**config.mk**
```make
export PLATFORM = sky130hd
export DESIGN_NAME = board_panel_regs
export DESIGN_NICKNAME = d
export VERILOG_FILES = /design/src/rtl/bpd_pkg.sv /design/src/rtl/bpd_decode.sv /design/src/rtl/bpd_hexfmt.sv /design/src/rtl/board_panel_regs.sv
export SDC_FILE = /design/constraint.sdc
export NUM_CORES = 1
export LEC_CHECK = 0
export ABC_CLOCK_PERIOD_IN_PS = 8820
export BUFFER_PORTS_ARGS = -buffer_cell sky130_fd_sc_hd__buf_2
export CAP_MARGIN = 5
export CORE_MARGIN = 10
export CORE_UTILIZATION = 38
export CTS_CLUSTER_SIZE = 40
export DETAILED_ROUTE_END_ITERATION = 12
export PLACE_DENSITY_LB_ADDON = 0.3
export REMOVE_ABC_BUFFERS = 1
export SLEW_MARGIN = 20
export SYNTH_ARGS = -nofsm -noshare
export SYNTH_HDL_FRONTEND = slang
export SYNTH_SLANG_ARGS = --single-unit
```
**constraint.sdc**
```tcl
create_clock -name clk -period 8.82 [get_ports clk]
set_input_delay 0.882 -clock clk [delete_from_list [all_inputs] [get_ports clk]]
set_output_delay 0.882 -clock clk [all_outputs]
set_load 0.005 [all_outputs]
```
**src/rtl/bpd_pkg.sv**
```systemverilog
package bpd_pkg;
    localparam int OFF_W = 20;

    localparam logic [OFF_W-1:0] OFF_SWITCH = 20'h00000;
    localparam logic [OFF_W-1:0] OFF_LED    = 20'h00010;
    localparam logic [OFF_W-1:0] OFF_WORD   = 20'h00410;
    localparam logic [OFF_W-1:0] OFF_CHAR0  = 20'h00418;
    localparam logic [OFF_W-1:0] OFF_SRST   = 20'h00500;
    localparam logic [OFF_W-1:0] OFF_GPOUT  = 20'h00A00;
    localparam logic [OFF_W-1:0] OFF_I2CIN  = 20'h00B00;
    localparam logic [OFF_W-1:0] OFF_I2COE  = 20'h00B08;
    localparam logic [OFF_W-1:0] OFF_I2COUT = 20'h00B10;
    localparam logic [OFF_W-1:0] OFF_I2CSEL = 20'h00B18;

    localparam logic [7:0] CHAR_BLANK = 8'h20;

    typedef enum logic [3:0] {
        SEL_NONE, SEL_SWITCH, SEL_LED, SEL_WORD, SEL_CHAR, SEL_SRST,
        SEL_GPOUT, SEL_I2CIN, SEL_I2COE, SEL_I2COUT, SEL_I2CSEL
    } reg_sel_e;

    // One nibble to its uppercase ASCII hex digit.
    function automatic logic [7:0] nib_to_ascii(input logic [3:0] n);
        if (n < 4'd10) return 8'h30 + {4'b0, n};
        else           return 8'h37 + {4'b0, n};
    endfunction
endpackage

```
**src/rtl/bpd_decode.sv**
```systemverilog
module bpd_decode
    import bpd_pkg::*;
#(
    parameter int N_CHARS = 8,
    parameter int IDX_W   = $clog2(N_CHARS)
) (
    input  logic [OFF_W-1:0] offset,
    output reg_sel_e         sel,
    output logic [IDX_W-1:0] char_idx
);
    localparam logic [OFF_W-1:0] CHAR_SPAN = OFF_W'(N_CHARS * 8);

    logic [OFF_W-1:0] rel;

    always_comb begin
        rel      = offset - OFF_CHAR0;
        char_idx = rel[3 +: IDX_W];
        sel      = SEL_NONE;
        if (rel < CHAR_SPAN && rel[2:0] == 3'b000) begin
            sel = SEL_CHAR;
        end else begin
            case (offset)
                OFF_SWITCH: sel = SEL_SWITCH;
                OFF_LED:    sel = SEL_LED;
                OFF_WORD:   sel = SEL_WORD;
                OFF_SRST:   sel = SEL_SRST;
                OFF_GPOUT:  sel = SEL_GPOUT;
                OFF_I2CIN:  sel = SEL_I2CIN;
                OFF_I2COE:  sel = SEL_I2COE;
                OFF_I2COUT: sel = SEL_I2COUT;
                OFF_I2CSEL: sel = SEL_I2CSEL;
                default:    sel = SEL_NONE;
            endcase
        end
    end
endmodule

```
**src/rtl/bpd_hexfmt.sv**
```systemverilog
module bpd_hexfmt
    import bpd_pkg::*;
#(
    parameter int N_CHARS = 8
) (
    input  logic [4*N_CHARS-1:0] word,
    output logic [8*N_CHARS-1:0] chars
);
    // Character 0 takes the most significant nibble.
    for (genvar g = 0; g < N_CHARS; g++) begin : g_digit
        assign chars[8*g +: 8] = nib_to_ascii(word[4*(N_CHARS-1-g) +: 4]);
    end
endmodule

```
**src/rtl/board_panel_regs.sv**
```systemverilog
module board_panel_regs
    import bpd_pkg::*;
#(
    parameter int DATA_W = 32,
    parameter int LED_W  = 8,
    parameter int GP_W   = 8
) (
    input  logic                  clk,
    input  logic                  rst_n,
    input  logic [OFF_W-1:0]      bus_addr,
    input  logic                  bus_wr_en,
    input  logic                  bus_rd_en,
    input  logic [DATA_W-1:0]     bus_wdata,
    output logic [DATA_W-1:0]     bus_rdata,
    output logic                  bus_err,
    output logic [LED_W-1:0]      led_o,
    output logic [2*DATA_W-1:0]   disp_chars,
    output logic [GP_W-1:0]       gp_out,
    output logic                  i2c_scl_o,
    output logic                  i2c_sda_o,
    output logic [1:0]            i2c_oe_o,
    output logic                  i2c_sel_o,
    input  logic                  i2c_sda_i,
    output logic                  soft_rst_req
);
    localparam int N_CHARS = DATA_W / 4;
    localparam int IDX_W   = $clog2(N_CHARS);

    typedef struct packed {
        logic [LED_W-1:0]        led;
        logic [GP_W-1:0]         gp;
        logic [N_CHARS-1:0][7:0] chars;
        logic [1:0]              oe;
        logic [1:0]              io;   // bit 1 SCL, bit 0 SDA
        logic                    sel;
        logic                    srst;
        logic                    err;
    } state_t;

    state_t           st_d, st_q;
    reg_sel_e         sel;
    logic [IDX_W-1:0] char_idx;
    logic [8*N_CHARS-1:0] hex_chars;

    bpd_decode #(.N_CHARS(N_CHARS), .IDX_W(IDX_W)) u_dec (
        .offset   (bus_addr),
        .sel      (sel),
        .char_idx (char_idx)
    );

    bpd_hexfmt #(.N_CHARS(N_CHARS)) u_hex (
        .word  (bus_wdata),
        .chars (hex_chars)
    );

    always_comb begin
        st_d      = st_q;
        st_d.srst = 1'b0;
        st_d.err  = 1'b0;
        if (bus_wr_en) begin
            case (sel)
                SEL_LED:    st_d.led = bus_wdata[LED_W-1:0];
                SEL_WORD:   st_d.chars = hex_chars;
                SEL_CHAR:   st_d.chars[char_idx] = bus_wdata[7:0];
                SEL_SRST:   st_d.srst = 1'b1;
                SEL_GPOUT:  st_d.gp = bus_wdata[GP_W-1:0];
                SEL_I2COE:  st_d.oe = bus_wdata[1:0];
                SEL_I2COUT: st_d.io = bus_wdata[1:0];
                SEL_I2CSEL: st_d.sel = bus_wdata[0];
                SEL_NONE:   st_d.err = 1'b1;
                default:    ;
            endcase
        end
        if (bus_rd_en && sel == SEL_NONE) begin
            st_d.err = 1'b1;
        end
    end

    always_ff @(posedge clk) begin
        if (!rst_n) begin
            st_q       <= '0;
            st_q.chars <= {N_CHARS{CHAR_BLANK}};
        end else begin
            st_q <= st_d;
        end
    end

    always_comb begin
        case (sel)
            SEL_LED:    bus_rdata = DATA_W'(st_q.led);
            SEL_CHAR:   bus_rdata = DATA_W'(st_q.chars[char_idx]);
            SEL_GPOUT:  bus_rdata = DATA_W'(st_q.gp);
            SEL_I2CIN:  bus_rdata = DATA_W'({st_q.io[1], i2c_sda_i});
            SEL_I2COE:  bus_rdata = DATA_W'(st_q.oe);
            SEL_I2COUT: bus_rdata = DATA_W'(st_q.io);
            SEL_I2CSEL: bus_rdata = DATA_W'(st_q.sel);
            default:    bus_rdata = '0;
        endcase
    end

    assign led_o        = st_q.led;
    assign disp_chars   = st_q.chars;
    assign gp_out       = st_q.gp;
    assign i2c_scl_o    = st_q.io[1];
    assign i2c_sda_o    = st_q.io[0];
    assign i2c_oe_o     = st_q.oe;
    assign i2c_sel_o    = st_q.sel;
    assign soft_rst_req = st_q.srst;
    assign bus_err      = st_q.err;
endmodule

```
==> flow_summary_export.csv, run 1 <==
group,metric,value,unit
worst_setup_path,worstPathCellList,"buf_2 -> ha_1 -> or4_1 -> o2111a_1 -> o2111ai_1 -> nor4b_4 -> nand4_1 -> buf_4 -> a21oi_1 -> a221o_1 -> buf_2",
synth,synth_seq_cells,87,
placement,dpl.cell_count,1074,
timing,min_clock_period_post_route,4830,ps
worst_setup_path,critPathLaunch,"bus_addr[3]",
detailed_routing,routed_wirelength,22800,um
detailed_routing,drc_violations_left,0,
floorplanning,die_area,20700,um2
power_and_ir_drop,vdd_ir_drop_max,0.128,mV
finish,fin_cells,1090,
finish,synthToLayoutAreaGrowth,17.0,%
finish,diodes,0,
clocking,h-tree-depth,3,
synth,synth_area_per_cell,7.40,um2
clocking,max-clock-path-buffers,2,
clocking,post_cts_resized,0,
finish,layout_commonest_cell,"sky130_fd_sc_hd__buf_2",
detailed_routing,avgRoutedWirePerCell,20.9,um
placement,port_bufs,151,
timing,timing.max_slew.rel_slack,33.3,%
worst_hold_path,min_path_type,"register to register",
synth,synth_area_leader_cell,"sky130_fd_sc_hd__dfxtp_1",
clocking,cts_root_buf,"sky130_fd_sc_hd__clkbuf_16",
timing,setup_viol_count_final,0,
detailed_routing,drt_pass1_iterations,5,
timing,fin_crit_sh,54.8,%
worst_setup_path,worstReg2RegStart,"disp_chars[32]$_SDFFE_PN0P_",
global_routing,antenna_found_initial,0,
global_routing,busiest_layer,"met2",
detailed_routing,ant_nets,0,
timing,finClkSkew,0,ps
synth,yosys.area.top_type_share,29.9,%
finish,fin_nets,963,
worst_setup_path,crit_path_max_fanout,60,
worst_setup_path,data_required_critical_path,7940,ps
global_routing,via_count_of_the_first_global_routing_pass,5989,
timing,finalHoldViolations,0,
detailed_routing,initialDrtViolationCount,737,
synth,dominantRegCellSynth,"sky130_fd_sc_hd__dfxtp_1",
worst_setup_path,critical_path.startpoint_type,"primary input",
synth,synth_edf_count,0,
global_routing,grt_overflow_total,0,
run,max_capacitance_violation_total,0,
floorplanning,floorplan.die.width,144,um
synth,synth_sequential_area_ratio,29.9,%
worst_setup_path,cp_most_frequent_cell,"sky130_fd_sc_hd__buf_2",
synth,synth_top_cells_by_area,"sky130_fd_sc_hd__dfxtp_1 (30%), sky130_fd_sc_hd__a21oi_1 (7.6%), sky130_fd_sc_hd__nand2_1 (4.6%)",
global_routing,gr-usage-met2,32.5,%
synth,synth-warning-count,0,
timing,rsz_0062_raised_after_global_routing,"false",
global_routing,largest_net_degree_at_the_start_of_global_routing,61,
clocking,clock_sinks,87,
synth,post_synth_instance_area,5830,um2
synth,synthCells,788,
power_and_ir_drop,total_leakage_power,3.01,nW
detailed_routing,detailroute.via_count,6535,
worst_setup_path,critPathKind,"primary input to primary output",
status,status,"completed",
worst_setup_path,worst_setup_path_end_kind,"primary output",
floorplanning,top_level_ports,176,
worst_hold_path,min_from,"led_o[5]$_SDFFE_PN0P_",
floorplanning,core_area,15100,um2
placement,final_weighted_congestion_in_routability_driven_placement,0.933,
power_and_ir_drop,powerDensity,134,nW/um2
placement,detailed_place_hpwl,16700,um
global_routing,grt_pass1_wl,34100,um
timing,fmax,207,MHz
worst_setup_path,worstPathBufferInverterCount,3,
clocking,worst_setup_hold_path_clk_slew,60,ps
worst_setup_path,crit_arrival,3950,ps
synth,synth_cell_type_count,72,
clocking,post-cts-setup-buffers,0,
finish,mostFrequentLayoutCells,"sky130_fd_sc_hd__buf_2 (151), sky130_fd_sc_hd__a21oi_1 (88), sky130_fd_sc_hd__dfxtp_1 (87)",
clocking,worst_skew_pair.late_latency,350,ps
finish,final_layout_size_suffix_gt1_share,20.4,%
timing,setup_total_negative_slack,0,ps
worst_setup_path,crit_family,"compound AO/OA/AOI/OAI gates",
clocking,inserted_clock_buffers,9,
clocking,tritoncts,"yes",
floorplanning,die_y,144,um
global_routing,gr-usage-met1,27.5,%
detailed_routing,routed_via_density,6.00,
timing,report.final.slew_viol_count,0,
floorplanning,row_count,45,
global_routing,groute.layer.met3.usage,7.33,%
clocking,number_of_buffers_added_to_fix_hold_violations_after_cts,0,
floorplanning,initial_core_util,38.5,%
worst_setup_path,critPathSlowestCell,"sky130_fd_sc_hd__buf_4",
worst_setup_path,critical-path-max-stage-delay,520,ps
synth,synthArstFlopShare,0,%
timing,transition_time_at_the_pin_with_the_least_slew_margin,996,ps
global_routing,track_usage,21.1,%
## metrics by stage
| stage | cell area, um2 | worst slack (ps) | hold WS, ps | total power [W] | utilization (%) |
|---|---|---|---|---|---|
| after global routing | 6830 | 3770 | 476 | 0.000946 | 45.1 |
| after detailed placement | 6540 | 4020 | 459 | 0.000544 | 43.2 |
| after CTS | 6830 | 4000 | 472 | 0.000910 | 45.1 |
| after floorplan | 5490 | 3530 | 460 | 0.000479 | - |
| final | 6830 | 3990 | 474 | 0.000913 | 45.1 |
| after global placement | 6540 | 4070 | 454 | 0.000544 | 43.2 |
## kinds of logic after synthesis
| group | count (synthesis) | synth area share, % |
|---|---|---|
| AOI/OAI and AO/OA | 273 | 30.4 |
| xor gates and xnor gates | 14 | 2.10 |
| adders and majority gates | 9 | 1.93 |
| buffers and inverters | 112 | 9.16 |
| DFF | 87 | 29.9 |
| muxes | 18 | 3.22 |
| other | 1 | 0.0643 |
| and+or+nand+nor | 274 | 23.3 |
## layer usage
layer,vias to the layer above,part of all wire (%)
li1,3071,-
met1,3092,42
met2,351,45
met3,21,12
met4,0,1.2
met5,-,0
## power by group
part / internal (W) / switching, W / total (W)
clock network: 0.000200 / 0.000172 / 0.000373
registers: 0.000393 / 0.000000166 / 0.000393
logic: 0.0000458 / 0.000102 / 0.000147
## cells in the mapped netlist, drive strengths merged, types with 12 or more instances
cell,number
nand2,71
o22ai,28
dfxtp,87
o21ai,48
nor2,66
clkbuf,45
nor3,22
xnor2,12
buf,39
nand3,39
a21oi,89
inv,26
mux2i,15
## worst paths after layout
check	end	cells after the start	slack (ps)
min	led_o[5]$_SDFFE_PN0P_	2	470
max	bus_rdata[1]	11	3990
min reg2reg	led_o[5]$_SDFFE_PN0P_	2	470
max reg2reg	disp_chars[32]$_SDFFE_PN0P_	2	7980
## cell type report
class / count / area, um2
fill: 1562 / 8320
multi-input combinational: 612 / 3640
inverter: 28 / 105
clock buffer: 10 / 239
clock inverter: 6 / 45.0
sequential: 87 / 1740
timing repair buffer: 159 / 816
tap: 188 / 235
## state kept, by name (all words and copies together) (netlist names)
register      cells
i2c_sda_o         1
i2c_oe_o          2
bus_err           1
i2c_scl_o         1
disp_chars       64
gp_out            8
led_o             8
soft_rst_req      1
i2c_sel_o         1
## worst min-delay path, delay by kind of cell, from the launching register on
kind               cells  cell delay (ps)
AOI/OAI and AO/OA      1               50
DFF                    1              320
and+or+nand+nor        1               60
Note: power is estimated with default switching activity, not from simulation.
==> inputs of run 2 (changes only) <==
ABC_CLOCK_PERIOD_IN_PS = 5100   (was 8820)
clock period = 5.1 ns   (was 8.82 ns; I/O delays follow)
==> run 2 against run 1 <==
Sequential power rose by 73%. Clock power up 120%. Setup slack got worse by 2900 ps. Critical endpoint is now bus_rdata[0]. Highest routed layer unchanged.
==> flow_summary_export.csv, run 2 (synthesis results as in run 1) <==
group,metric,value,unit
status,status,"completed",
global_routing,largest_net_degree_at_the_start_of_global_routing,38,
power_and_ir_drop,p_seq_share,38.8,%
run,max_capacitance_violation_total,0,
finish,layout_commonest_cell,"sky130_fd_sc_hd__buf_2",
clocking,tritoncts,"yes",
timing,min_clock_period_post_route,4040,ps
floorplanning,initial_core_util,38.5,%
global_routing,antenna_found_initial,0,
power_and_ir_drop,intPower,0.00129,W
worst_setup_path,worstPathBufferInverterCount,2,
detailed_routing,initialDrtViolationCount,733,
worst_setup_path,critical_path.startpoint_type,"primary input",
worst_setup_path,crit_arrival,3530,ps
worst_setup_path,crit-reg2reg-capture,"disp_chars[32]$_SDFFE_PN0P_",
worst_setup_path,reg2reg_slack,4230,ps
detailed_routing,detailroute.via_count,6656,
worst_setup_path,cp_most_frequent_cell,"sky130_fd_sc_hd__buf_2",
timing,fin_crit_sh,79.1,%
clocking,post-cts-setup-buffers,0,
worst_setup_path,worstPathCellList,"buf_2 -> ha_1 -> or4_1 -> o21a_1 -> mux2_4 -> a21oi_1 -> and2_1 -> a22oi_1 -> nand3_1 -> buf_2",
clocking,max-clock-path-buffers,2,
floorplanning,core_area,15100,um2
floorplanning,floorplan.die.width,144,um
worst_setup_path,worst_setup_path_end_kind,"primary output",
worst_setup_path,critPathKind,"primary input to primary output",
placement,place_area,6580,um2
global_routing,grt_overflow_total,0,
clocking,worst_setup_hold_path_clk_slew,60,ps
timing,setup_viol_count_final,0,
clocking,clock_sinks,87,
finish,fin_area,6940,um2
finish,largest_register_ff_count,64,
worst_setup_path,crit_path_max_fanout,20,
power_and_ir_drop,powerDensity,253,nW/um2
clocking,worst_skew_pair.late_latency,350,ps
clocking,inserted_clock_buffers,9,
floorplanning,row_count,45,
worst_hold_path,worstHoldPathCells,2,
detailed_routing,routed_via_density,6.08,
detailed_routing,routed_wirelength,23300,um
finish,mostFrequentLayoutCells,"sky130_fd_sc_hd__buf_2 (151), sky130_fd_sc_hd__a21oi_1 (88), sky130_fd_sc_hd__dfxtp_1 (87)",
worst_setup_path,critical-path-max-stage-delay,630,ps
worst_hold_path,min_from,"led_o[1]$_SDFFE_PN0P_",
worst_hold_path,holdPathEnd,"led_o[1]$_SDFFE_PN0P_",
global_routing,via_count_of_the_first_global_routing_pass,6169,
global_routing,grt_pass1_wl,34600,um
finish,diodes,0,
power_and_ir_drop,combinationalPowerShare,14.6,%
clocking,number_of_buffers_added_to_fix_hold_violations_after_cts,0,
timing,transition_time_at_the_pin_with_the_least_slew_margin,837,ps
clocking,cts_root_buf,"sky130_fd_sc_hd__clkbuf_16",
power_and_ir_drop,swShare,26.5,%
detailed_routing,avgRoutedWirePerCell,21.2,um
power_and_ir_drop,power.switching,0.000464,W
timing,timing.max_slew.rel_slack,44.1,%
worst_hold_path,min_path_type,"register to register",
placement,detailed_place_hpwl,17100,um
detailed_routing,drc_violations_left,0,
timing,fmax,248,MHz
placement,post_place_worst_slack,1030,ps
detailed_routing,ant_nets,0,
power_and_ir_drop,total_power,0.00175,W
clocking,post_cts_resized,0,
timing,finalHoldViolations,0,
timing,timing.final.ws_setup,1060,ps
floorplanning,die_area,20700,um2
worst_setup_path,crit_family,"simple AND/OR/NAND/NOR gates",
floorplanning,top_level_ports,176,
detailed_routing,drt_pass1_iterations,6,
power_and_ir_drop,pwr-share-clk,46.6,%
power_and_ir_drop,vdd_ir_drop_max,0.171,mV
timing,rsz_0062_raised_after_global_routing,"false",
floorplanning,die_y,144,um
timing,setup_total_negative_slack,0,ps
global_routing,track_usage,21.3,%
timing,finClkSkew,0,ps
placement,final_weighted_congestion_in_routability_driven_placement,0.966,
timing,report.final.slew_viol_count,0,
clocking,h-tree-depth,3,
worst_setup_path,data_required_critical_path,4590,ps
worst_setup_path,critPathSlowestCell,"sky130_fd_sc_hd__and2_1",
worst_setup_path,worstRegToRegCells,2,
power_and_ir_drop,total_leakage_power,3.07,nW
worst_setup_path,worstReg2RegStart,"disp_chars[32]$_SDFFE_PN0P_",
finish,synthToLayoutAreaGrowth,19.0,%
finish,fin_nets,968,
placement,port_bufs,151,
finish,final_layout_size_suffix_gt1_share,20.6,%
-- run 2: layer usage --
layer	global-route usage (%)	vias up	wire, um
li1	-	3090	-
met1	27.9	3114	9650
met2	32.1	404	10200
met3	6.53	48	2810
met4	7.63	0	626
met5	0	-	0
-- run 2: worst register-to-register path: cells and delay by family (launching register included) --
family,cells,cell delay [ps]
AOI/OAI and AO/OA,2,360
DFF,1,460
-- run 2: area by class of cell --
type / instances / area [um2]
clock buffer: 11 / 233
clock inverter: 5 / 129
fill: 1553 / 8210
inverter: 28 / 105
multi-input combinational: 612 / 3640
sequential: 87 / 1740
tap: 188 / 235
timing repair buffer: 164 / 853
-- run 2: power groups by stage --
stage / combinational [W] / clock [W] / sequential (W)
after global placement: 0.000246 / 0 / 0.000695
after CTS: 0.000248 / 0.000820 / 0.000680
after floorplan: 0.000132 / 0 / 0.000695
after detailed placement: 0.000247 / 0 / 0.000695
after global routing: 0.000278 / 0.000850 / 0.000680
final: 0.000256 / 0.000818 / 0.000680
-- run 2: worst max-delay path by stage --
stage	startpoint	to	slack [ps]	cells past startpoint
after floorplan	bus_addr[3]	disp_chars[30]$_SDFFE_PN0P_	560	9
after global placement	bus_addr[3]	disp_chars[26]$_SDFFE_PN0P_	1120	10
after detailed placement	bus_addr[3]	disp_chars[30]$_SDFFE_PN0P_	1030	10
after CTS	bus_addr[3]	bus_rdata[0]	1100	10
after global routing	bus_addr[3]	bus_rdata[0]	870	10
final	bus_addr[3]	bus_rdata[0]	1060	10
-- run 2: stage by stage --
stage | cells | hold slack [ps] | utilization [%]
3_3_place_gp | 1079 | 453 | 43.4
2_1_floorplan | 727 | 460 | -
5_1_grt | 1095 | 493 | 45.8
6_report | 1095 | 459 | 45.8
3_5_place_dp | 1079 | 454 | 43.4
4_1_cts | 1095 | 463 | 45.8
